**src/rtl/tmcore_pkg.sv**
```systemverilog
package tmcore_pkg;

  typedef enum logic [1:0] {
    TM_RISE  = 2'b00,
    TM_FALL  = 2'b01,
    TM_BOTH  = 2'b10,
    TM_LEVEL = 2'b11
  } trig_mode_e;

  localparam int unsigned FILT_CNT_W = 4;

  // Filter width in timer clocks for a select code.
  function automatic logic [FILT_CNT_W:0] filt_len(input logic [2:0] sel);
    case (sel)
      3'd0:    filt_len = 5'd2;
      3'd1:    filt_len = 5'd4;
      3'd2:    filt_len = 5'd8;
      default: filt_len = 5'd16;
    endcase
  endfunction

endpackage

```
**src/rtl/tmcore_trig_filter.sv**
```systemverilog
module tmcore_trig_filter
  import tmcore_pkg::*;
(
  input  logic       clk,
  input  logic       rst_n,
  input  logic [2:0] sel,
  input  logic       pin,
  output logic       sync_o,
  output logic       filt_o
);

  logic       meta_q;
  logic       sync_q;
  logic       filt_q;
  logic [FILT_CNT_W-1:0] run_q;
  logic [FILT_CNT_W:0]   width;
  logic       last_step;

  assign width     = filt_len(sel);
  assign last_step = ({1'b0, run_q} == width - 5'd1);

  always_ff @(posedge clk or negedge rst_n) begin
    if (!rst_n) begin
      meta_q <= 1'b0;
      sync_q <= 1'b0;
    end else begin
      meta_q <= pin;
      sync_q <= meta_q;
    end
  end

  // Count consecutive clocks where the synchronized level differs.
  always_ff @(posedge clk or negedge rst_n) begin
    if (!rst_n) begin
      run_q  <= '0;
      filt_q <= 1'b0;
    end else if (sync_q != filt_q) begin
      if (last_step) begin
        filt_q <= sync_q;
        run_q  <= '0;
      end else begin
        run_q  <= run_q + 1'b1;
      end
    end else begin
      run_q <= '0;
    end
  end

  assign sync_o = sync_q;
  assign filt_o = filt_q;

endmodule

```
**src/rtl/tmcore_edge_sel.sv**
```systemverilog
module tmcore_edge_sel
  import tmcore_pkg::*;
(
  input  logic       clk,
  input  logic       rst_n,
  input  logic [1:0] mode,
  input  logic       filt,
  output logic       edge_evt_o,
  output logic       level_hi_o
);

  logic prev_q;
  logic rise;
  logic fall;

  always_ff @(posedge clk or negedge rst_n) begin
    if (!rst_n) prev_q <= 1'b0;
    else        prev_q <= filt;
  end

  assign rise = filt & ~prev_q;
  assign fall = ~filt & prev_q;

  always_comb begin
    edge_evt_o = 1'b0;
    level_hi_o = 1'b0;
    case (trig_mode_e'(mode))
      TM_RISE:  edge_evt_o = rise;
      TM_FALL:  edge_evt_o = fall;
      TM_BOTH:  edge_evt_o = rise | fall;
      TM_LEVEL: level_hi_o = filt;
      default:  edge_evt_o = 1'b0;
    endcase
  end

endmodule

```
**src/rtl/tmcore_shadow.sv**
```systemverilog
module tmcore_shadow #(
  parameter int unsigned CNT_W      = 16,
  parameter logic [CNT_W-1:0] RST_PERIOD = '1
) (
  input  logic             clk,
  input  logic             rst_n,
  input  logic             wr_en,
  input  logic [1:0]       wr_sel,
  input  logic [CNT_W-1:0] wr_data,
  input  logic             load,
  output logic [CNT_W-1:0] buf_period_o,
  output logic [CNT_W-1:0] period_o,
  output logic [CNT_W-1:0] cmp_a_o,
  output logic [CNT_W-1:0] cmp_b_o,
  output logic [CNT_W-1:0] dead_o
);

  localparam int unsigned NREG = 4;

  logic [CNT_W-1:0] buf_q [NREG];
  logic [CNT_W-1:0] act_q [NREG];

  for (genvar i = 0; i < NREG; i++) begin : g_reg
    localparam logic [CNT_W-1:0] RV = (i == 0) ? RST_PERIOD : '0;

    always_ff @(posedge clk or negedge rst_n) begin
      if (!rst_n) begin
        buf_q[i] <= RV;
        act_q[i] <= RV;
      end else begin
        if (wr_en && (wr_sel == 2'(i))) buf_q[i] <= wr_data;
        if (load) act_q[i] <= buf_q[i];
      end
    end
  end

  assign buf_period_o = buf_q[0];
  assign period_o     = act_q[0];
  assign cmp_a_o      = act_q[1];
  assign cmp_b_o      = act_q[2];
  assign dead_o       = act_q[3];

endmodule

```
**src/rtl/tmcore_trig_counter.sv**
```systemverilog
module tmcore_trig_counter
  import tmcore_pkg::*;
#(
  parameter int unsigned CNT_W = 16,
  parameter logic [CNT_W-1:0] RST_PERIOD = '1
) (
  input  logic             clk,
  input  logic             rst_n,
  input  logic             start_en,
  input  logic             stop_en,
  input  logic             clr_on_start,
  input  logic             clr_on_stop,
  input  logic [1:0]       trig_mode,
  input  logic [2:0]       filt_sel,
  input  logic             sw_start,
  input  logic             sw_stop,
  input  logic             estop,
  input  logic             estop_clr,
  input  logic             upd_req,
  input  logic             wr_en,
  input  logic [1:0]       wr_sel,
  input  logic [CNT_W-1:0] wr_data,
  input  logic             trig_in,
  output logic [CNT_W-1:0] count_o,
  output logic             run_o,
  output logic [CNT_W-1:0] period_o,
  output logic [CNT_W-1:0] cmp_a_o,
  output logic [CNT_W-1:0] cmp_b_o,
  output logic [CNT_W-1:0] dead_o
);

  // Next count value for an advancing counter.
  function automatic logic [CNT_W-1:0] next_count(input logic [CNT_W-1:0] cur,
                                                  input logic [CNT_W-1:0] per);
    next_count = (cur == per) ? '0 : cur + 1'b1;
  endfunction

  // Named internal events (observed by the checker).
  logic             sync_q;
  logic             filt;
  logic             edge_evt;
  logic             level_hi;
  logic             is_level;
  logic             start_evt;
  logic             stop_evt;
  logic             trig_clr;
  logic             halt;
  logic             counting;
  logic             adv;
  logic             wrap;
  logic             load;
  logic             estop_q;
  logic             pend_q;
  logic             run_q;
  logic [CNT_W-1:0] count_q;
  logic [CNT_W-1:0] buf_period;

  tmcore_trig_filter filt_i (
    .clk    (clk),
    .rst_n  (rst_n),
    .sel    (filt_sel),
    .pin    (trig_in),
    .sync_o (sync_q),
    .filt_o (filt)
  );

  tmcore_edge_sel edge_i (
    .clk        (clk),
    .rst_n      (rst_n),
    .mode       (trig_mode),
    .filt       (filt),
    .edge_evt_o (edge_evt),
    .level_hi_o (level_hi)
  );

  tmcore_shadow #(.CNT_W(CNT_W), .RST_PERIOD(RST_PERIOD)) shadow_i (
    .clk          (clk),
    .rst_n        (rst_n),
    .wr_en        (wr_en),
    .wr_sel       (wr_sel),
    .wr_data      (wr_data),
    .load         (load),
    .buf_period_o (buf_period),
    .period_o     (period_o),
    .cmp_a_o      (cmp_a_o),
    .cmp_b_o      (cmp_b_o),
    .dead_o       (dead_o)
  );

  assign is_level  = (trig_mode_e'(trig_mode) == TM_LEVEL);
  assign halt      = estop_q | estop;
  assign start_evt = edge_evt & start_en;
  assign stop_evt  = edge_evt & stop_en;
  assign trig_clr  = edge_evt & (clr_on_start | clr_on_stop) & ~halt;
  assign counting  = run_q & (is_level ? level_hi : 1'b1);
  assign adv       = counting & ~halt & ~trig_clr;
  assign wrap      = adv & (count_q == period_o);
  assign load      = pend_q & (trig_clr | wrap);

  always_ff @(posedge clk or negedge rst_n) begin
    if (!rst_n) begin
      estop_q <= 1'b0;
    end else if (estop) begin
      estop_q <= 1'b1;
    end else if (estop_clr) begin
      estop_q <= 1'b0;
    end
  end

  always_ff @(posedge clk or negedge rst_n) begin
    if (!rst_n) begin
      pend_q <= 1'b0;
    end else begin
      pend_q <= upd_req | (pend_q & ~load);
    end
  end

  // Run state: halt, then stop, then start.
  always_ff @(posedge clk or negedge rst_n) begin
    if (!rst_n) begin
      run_q <= 1'b0;
    end else if (halt) begin
      run_q <= 1'b0;
    end else if (stop_evt || sw_stop) begin
      run_q <= 1'b0;
    end else if (start_evt || sw_start) begin
      run_q <= 1'b1;
    end
  end

  always_ff @(posedge clk or negedge rst_n) begin
    if (!rst_n) begin
      count_q <= '0;
    end else if (trig_clr) begin
      count_q <= '0;
    end else if (adv) begin
      count_q <= next_count(count_q, period_o);
    end
  end

  assign count_o = count_q;
  assign run_o   = run_q;

endmodule

```
**config.mk**
```make
export PLATFORM = sky130hd
export DESIGN_NAME = tmcore_trig_counter
export DESIGN_NICKNAME = d
export VERILOG_FILES = /design/src/rtl/tmcore_pkg.sv /design/src/rtl/tmcore_trig_filter.sv /design/src/rtl/tmcore_edge_sel.sv /design/src/rtl/tmcore_shadow.sv /design/src/rtl/tmcore_trig_counter.sv
export SDC_FILE = /design/constraint.sdc
export NUM_CORES = 1
export LEC_CHECK = 0
export BUFFER_PORTS_ARGS = -buffer_cell sky130_fd_sc_hd__buf_2
export CORE_MARGIN = 3
export CORE_UTILIZATION = 60
export DETAILED_ROUTE_END_ITERATION = 8
export GPL_TIMING_DRIVEN = 0
export PLACE_DENSITY_LB_ADDON = 0.2
export SKIP_CTS_REPAIR_TIMING = 1
export SYNTH_ARGS = -nofsm -noshare
export SYNTH_HDL_FRONTEND = slang
export SYNTH_SLANG_ARGS = --single-unit
```
**constraint.sdc**
```tcl
create_clock -name clk -period 7 [get_ports clk]
set_input_delay 0.7 -clock clk [delete_from_list [all_inputs] [get_ports clk]]
set_output_delay 0.7 -clock clk [all_outputs]
set_load 0.01 [all_outputs]
```
==> results of run 1 <==
-- how the worst max path moves through the flow --
| stage | start | endpoint | slack [ns] |
|---|---|---|---|
| floorplan | trig_mode[1] | shadow_i.cmp_a_o[0] | 4.61 |
| global placement | rst_n | shadow_i.cmp_a_o[3] | 3.16 |
| detailed placement | trig_mode[1] | shadow_i.cmp_b_o[4] | 4.21 |
| CTS | filt_i.filt_o | shadow_i.dead_o[15] | 4.42 |
| global route | filt_i.filt_o | shadow_i.dead_o[15] | 4.31 |
| finish | filt_i.filt_o | shadow_i.dead_o[11] | 4.41 |
-- registers in the layout, summed over array words and instances, names as in the netlist --
name                   cells
shadow_i.buf_q            48
count_o                   16
shadow_i.buf_period_o     16
shadow_i.cmp_a_o          16
shadow_i.cmp_b_o          16
shadow_i.dead_o           16
shadow_i.period_o         16
filt_i.run_q               4
edge_i.prev_q              1
estop_q                    1
filt_i.filt_o              1
filt_i.meta_q              1
filt_i.sync_o              1
pend_q                     1
run_o                      1
-- layout by cell type, fill, tap and decap left out, types with 2 or more instances in the layout --
master	n
dfstp_2	32
xor2_1	2
mux2_2	68
nor2b_1	8
buf_6	7
clkbuf_8	3
dfrtp_1	123
bufinv_16	3
nor2_1	19
a21oi_1	4
mux2_4	60
a21o_1	2
clkbuf_1	10
nand2_1	11
clkbuf_16	16
o2bb2ai_1	2
clkinv_4	3
xnor2_1	19
nand3b_1	3
nand4_1	7
o31a_1	2
and3_1	5
buf_2	118
ha_1	5
nor3_1	5
clkinvlp_4	2
nand3_1	5
or3_1	3
inv_1	8
o21ai_0	2
a22o_1	12
o31ai_1	12
-- worst reg2reg max path, stage by stage (launching register included) --
cell and delay, ns:
dfrtp_1 0.44, inv_1 0.10, ha_1 0.14, nand2b_1 0.08
a2111o_1 0.47, nor2_2 0.41, o211ai_4 0.28, buf_6 0.26
mux2_4 0.31
-- routing by layer --
metal  vias to the layer above  GRT usage [%]
met5                         -              0
met3                        15          6.033
li1                       1906              -
met2                       133          39.41
met4                         0          7.131
met1                      2110          30.86
-- through the flow --
step	total power, mW	cells	cell area [um^2]
finish	2.601	740	8120
global route	2.719	740	8120
CTS	2.624	740	8120
detailed placement	1.697	708	7523
global placement	1.664	707	7490
floorplan	1.501	451	6734
-- area by class of cell --
class | instances | area (um^2)
Buffer | 15 | 105.1
Tap cell | 140 | 175.2
Clock buffer | 23 | 456.7
Inverter | 8 | 30.03
Sequential cell | 155 | 3919
Multi-Input combinational cell | 273 | 2680
Fill cell | 736 | 2768
Clock inverter | 9 | 140.1
Timing Repair Buffer | 117 | 614.3
-- cells by family after synthesis --
| group | count (synthesis) | synth area share, % |
|---|---|---|
| XOR/XNOR | 21 | 2.731 |
| adder cells (fa/ha/maj) | 5 | 0.9290 |
| multiplexers | 128 | 24.75 |
| flip-flops | 155 | 58.19 |
| buffers and inverters | 23 | 2.007 |
| AO/OA/AOI/OAI | 42 | 5.054 |
| AND/OR/NAND/NOR | 77 | 6.336 |
-- power groups by stage --
stage / combinational [mW] / sequential, mW / clock (mW)
6_report: 0.476 / 1.21 / 0.917
5_1_grt: 0.520 / 1.23 / 0.970
4_1_cts: 0.485 / 1.21 / 0.933
3_5_place_dp: 0.479 / 1.22 / 0
3_3_place_gp: 0.458 / 1.21 / 0
2_1_floorplan: 0.276 / 1.23 / 0
==> results.md, run 1 <==
Setup path:
- The start of the worst register-to-register path is filt_i.filt_o.
- In this run the critical register-to-register path is captured at shadow_i.dead_o[11].
- Along the worst path, the maximum fanout reaches 10.
- The slowest cell on the critical path is a2111o_1.
- On the critical path the largest part of the delay comes from compound AO/OA/AOI/OAI gates.
- The largest incremental delay on the critical path is 0.47 ns.
- The setup check on the worst reg-to-reg path leaves a slack of 4.41 ns.
- The critical path runs through a total of 8 cells.
- The kind of capture point of the worst setup path is a register.
- The count of buffer and inverter cells on the critical path is 2.
- The number of cells on the worst reg-to-reg path is 8.
- The arrival time reported for the critical path endpoint is 2.99 ns.
- The signal on the critical path passes through inv_1 > ha_1 > nand2b_1 > a2111o_1 > nor2_2 > o211ai_4 > buf_6 > mux2_4.
- The worst setup path is launched from a register.
- The critical path in this run is classified as reg2reg.
- The data required time of the worst path is 7.40 ns.

Timing:
- The final setup violation count is 0.
- The final max-slew violation count is 0.
- After layout, the worst path uses 36.97% of the clock period.
- Static timing analysis puts the maximum clock frequency at 0.3864 GHz.
- In this run the tightest slew margin relative to its limit is 32.30%.
- The minimum setup slack in the final design is 4.412 ns.
- The number of endpoints with negative hold slack in the final report came to 0.
- The smallest clock period supported by the final layout is computed as 2.588 ns.
- The smallest hold slack is 0.1397 ns.
- Setup repair after global routing left no endpoint under its margin.
- The final worst clock skew is 0.01174 ns.
- The total negative setup slack is 0 ns.
- At the pin with the least slew margin, the transition time is 1.013 ns.

Flow run:
- The max-cap violation count is 0.

Clocking:
- TritonCTS created 17 clock buffers.
- The level count of the clock H-tree is 4.
- The clock drives 155 sinks.
- The maximum clock path buffer count is 2.
- The clock reaches the later pin of the worst-skew pair after 0.53 ns.
- Clock-pin slew was measured on the worst setup and hold paths at 0.06 ns.
- The CTS tree is yes.
- The cell sitting at the root of the clock tree is a clkbuf_8.

Pwr:
- In this run the power spent charging and discharging nets is 0.6833 mW.
- The worst-case IR drop observed on VDD is 206.4 uV.
- The fraction of power consumed by combinational cells is 18.3%.
- The cell internal power dissipation is 1.918 mW.
- In this run the static leakage power is 4.123 nW.
- In this run switching power makes up 26.27% of total power.
- The power density over the cells is 320.3 mW/mm^2.
- The clock network fraction of total power is 35.3%.
- Sequential cells account for 46.4% of the total power.

Floorplanning:
- The floorplan has 38 rows.
- The die is 111.9 um tall.
- The initial standard-cell utilization of the core is 61.85%.
- The floorplan core area is 0.01089 mm^2.
- The die is 111.9 um wide.
- The floorplan step defined a die boundary enclosing 0.01253 mm^2.
- 117 I/O pins were placed.

Synth:
- The number of warnings issued by yosys is 0.
- The post-synthesis cell area is 0.006734 mm^2.
- Dividing the synthesized area by the synthesized cell count gives 14.93 um^2.
- Ranked by total cell area, the synthesized netlist is headed by dfrtp_1 (46%), mux2_4 (13%), dfstp_2 (12%), mux2_2 (11%), xnor2_1 (2.5%).
- The net count after synthesis is 492.
- The number of enable flip-flop cells after synthesis is 0.
- The distinct cell type count after synthesis is 44.
- The register area share after synthesis is 58.19%.
- The proportion of synthesized flip-flops having asynchronous set or reset is 100.0%.
- The cell with the most instances after synthesis is dfrtp_1.
- Counting flops and latches in the post-synthesis netlist gives 155.
- Counting instances in the post-synthesis netlist gives the leading cell types as dfrtp_1 (123), mux2_2 (68), mux2_4 (60).
- The synthesized design devotes to its leading area cell type 45.71% of total area.
- The cell accounting for the most synthesized area is dfrtp_1.
- In the synthesized netlist, the number of instances is 451.
- The most frequently used flop master after synthesis is dfrtp_1.

Routing:
- The met2 routed wirelength is 7.008 mm.
- The number of vias per cell after detailed routing is 5.627.
- The wire length on met3 is 846 um.
- Dividing the detail-routed wire length by the instance count gives 19.03 um.
- The count of nets left with antenna violations once routing finished came out at 0.
- The detailed router finished its first iteration with 290 violations.
- The routed design has 14.08 mm of wire.
- Signal routing reaches up to met4.
- For this block, wires on met1 add up to 6.083 mm.
- The total via count in the routed design is 4164.
- For this run, design rule violations remaining after detail routing come to 0.
- For this run, the detailed router's first-pass iteration total came to 5.

Placement:
- The detailed placer's ending HPWL is 9.819 mm.
- The pre-CTS setup slack is 4.212 ns.
- The global placer's final weighted congestion is 0.8472.
- The number of input and output port buffers inserted is 116.

GRT:
- The global-route usage over all layers is 23.64%.
- The initial antenna violation count was 0.
- For this run the aggregate overflow at the end of global routing stands at 0.
- The maximum number of pins on one net before global-route repair is 101.
- The via count of the first global-routing pass came to 4420.
- The wire length of the first global-routing pass is 23.20 mm.

Status:
- The flow ran to the end, and the final reports show no timing, DRC or antenna violations.

Layout:
- The area growth from synthesis to final layout is 20.59%.
- The share of post-route cells with drive strength above 1 is 53.50%.
- 0 antenna diodes ended up in the layout.
- The utilization after layout is 74.58%.
- The final-stage net count is 628.

Min path:
- The tightest min-delay check is of the in2async type.
No activity file was read; power rests on OpenSTA's default activity.
==> run 2, diff against run 1 <==
--- a/config.mk
+++ b/config.mk
@@ -7,7 +7,7 @@
 export LEC_CHECK = 0
 export BUFFER_PORTS_ARGS = -buffer_cell sky130_fd_sc_hd__buf_2
 export CORE_MARGIN = 3
-export CORE_UTILIZATION = 60
+export CORE_UTILIZATION = 56
 export DETAILED_ROUTE_END_ITERATION = 8
 export GPL_TIMING_DRIVEN = 0
 export PLACE_DENSITY_LB_ADDON = 0.2
==> constraint.sdc (replaced) <==
create_clock -name clk -period 2.6 [get_ports clk]
set_input_delay 0.26 -clock clk [delete_from_list [all_inputs] [get_ports clk]]
set_output_delay 0.26 -clock clk [all_outputs]
set_load 0.01 [all_outputs]
==> results.md, run 2 (synthesis results as in run 1) <==
Floorplanning:
- Measured along the x axis, the die boundary spans 115.7 um.
- The floorplan core area is 0.01156 mm^2.
- The chip height is 115.7 um.
- The area enclosed by the die boundary is 0.01338 mm^2.
- The floorplan has 39 rows.
- Once the floorplan was initialized, standard cells occupied 58.23% of the core.
- The count of boundary I/O pins is 117.

Pwr:
- Dividing total power by cell area gives a power density of 835.1 mW/mm^2.
- Across the VDD grid, the largest voltage drop is 533.9 uV.
- In this run the static leakage power is 4.135 nW.
- The completed layout was analyzed and its total power is 6.789 mW.

Routing:
- The wire length per cell after detailed routing is 18.65 um.
- The number of nets with antenna violations after detailed routing is 0.
- The total via count in the routed design is 4118.
- Dividing the detail-routed via count by the number of cells gives 5.505.
- The count of routing violations after the opening detailed-route iteration is 335.
- For this run, the detailed router's first-pass iteration total came to 4.
- The DRC violations left is 0.
- The total length of routed wires is 13.95 mm.

Clocking:
- The cell chosen for the clock root is clkbuf_16.
- Clock-pin slew was measured on the worst setup and hold paths at 0.06 ns.
- The clock net in this run drives a total of 155 sinks.
- The number of clock buffers added by TritonCTS is 17.
- The clock tree synthesis step divided the H-tree into 4 levels.
- TritonCTS built the clock tree.
- The maximum clock path buffer count is 2.
- The clock latency at the later pin of the worst-skew pair is 0.41 ns.

Setup path:
- The arrival time reported for the critical path endpoint is 2.77 ns.
- The count of buffer and inverter cells on the critical path is 1.
- The minimum setup slack among reg-to-reg paths is 0.12 ns.
- The critical setup path kind is reg2reg.
- Grouping stages by cell kind, the critical path spends the most delay in simple AND/OR/NAND/NOR gates.
- STA puts the critical path data required time at 2.89 ns.
- For this run, the slowest stage of the critical path takes 0.65 ns.
- The worst setup path is captured at a register.
- The peak fanout along the critical path is 10.
- The critical path goes through xnor2_1 > nand4_1 > nor4_4 > o211ai_4 > buf_6 > mux2_4.
- The startpoint kind of the worst setup timing path is a register.
- The slowest stage of the critical path belongs to the cell nor4_4.

GRT:
- Entering global routing, the biggest net connects 89 pins.
- The remaining global-route overflow is 0.
- The wire length of the first global-routing pass is 22.33 mm.
- The initial antenna violation count is 0.
- Across every metal layer, demand over resource in global routing totals 22.03%.
- The via count of the first global-routing pass is 4250.

Placement:
- The detailed placer's ending HPWL is 9.693 mm.
- In this run the tool buffered the top-level ports with 116 buffer cells.
- Counting tap cells, the placed design contains a total of 711 instances.
- The global placer's final weighted congestion is 0.8483.
- In this run the cell area measured after placement is 0.007527 mm^2.

Layout:
- The post-route netlist has 53.39% of its cells at a drive strength greater than 1.
- The library cells used most frequently in the layout, excluding fill and tap cells, are dfrtp_1 (123), buf_2 (118), mux2_2 (68).
- The register with the most flip-flops in the layout has 48 of them.
- Compared with the post-synthesis result, the final layout area differs by 20.72%.
- The library cell used most frequently in the layout, excluding fill and tap cells, is dfrtp_1.
- The final antenna diode count is 0.
- Leaving out filler cells and counting taps, the final layout contains 748.
- The final-stage net count is 633.
- The register ranked first by flip-flop count is shadow_i.buf_q.
- With fillers left out, the area of the finished cells amounts to 0.008129 mm^2.

Timing:
- The max-slew headroom at the worst pin is 27.88%.
- The final critical delay including setup and external delays is 2.476 ns.
- The final max-slew violation count is 0.
- Setup repair after global routing left no endpoint under its margin.
- The number of endpoints with negative hold slack in the final report was 0.
- The transition time at the pin with the least slew margin is 1.079 ns.
- Setup violations remaining at the end of the flow were counted as 0.
- Clock skew on the completed layout was measured at 0.008550 ns.
- The final critical path takes up 95.21% of the cycle.
- The achievable frequency is 0.4040 GHz.

Flow run:
- Max-cap violations in this run came to 0.

Status:
- The flow ran to the end, and the final reports show no timing, DRC or antenna violations.

Min path:
- The path category of the worst min-delay check is in2reg.
[run 2: area by class of cell]
cell class              count  area [um^2]
plain buffers              15        105.1
clock buffers              23        467.9
clock inverters             9        71.32
fillers                   809         3436
inverters                   8        30.03
multi-input cells         273         2698
flip-flops and latches    155         3919
well taps                 143        178.9
repair buffers            122        659.4
[run 2: path summary, 6_finish.rpt]
check                                            from                        to  cells past startpoint
worst min-delay path                          upd_req                    pend_q                      2
worst max-delay path            shadow_i.period_o[10]       shadow_i.dead_o[10]                      6
max in group asynchronous                       rst_n  shadow_i.buf_period_o[8]                      3
min in group asynchronous                       rst_n                     run_o                      2
worst max register to register  shadow_i.period_o[10]       shadow_i.dead_o[10]                      6
worst min register to register          filt_i.meta_q             filt_i.sync_o                      0
[run 2: stage by stage]
| stage | TNS (ns) | hold WS [ns] | util [%] | worst slack [ns] |
|---|---|---|---|---|
| 2_1_floorplan | 0 | -0.03559 | - | 0.3828 |
| 3_3_place_gp | -105.02 | 0.3407 | 64.80 | -0.8598 |
| 3_5_place_dp | 0 | 0.2991 | 65.09 | 0.04170 |
| 4_1_cts | 0 | -0.1456 | 69.75 | 0.008327 |
| 5_1_grt | 0 | 0.04593 | 70.29 | 0.02299 |
| 6_report | 0 | 0.05556 | 70.29 | 0.1245 |
[run 2: per-layer routing]
metal,up-vias,part of all wire [%],global-route usage [%]
met5,-,0,0
met4,0,1.1,7.115
met3,14,5.9,6.580
met2,125,48,34.99
met1,2078,45,29.48
li1,1901,-,-
[run 2: power by group]
| group | internal, mW | switching (mW) | total (mW) |
|---|---|---|---|
| Clock | 1.35 | 0.909 | 2.26 |
| Sequential | 2.93 | 0.315 | 3.24 |
| Combinational | 0.716 | 0.567 | 1.28 |
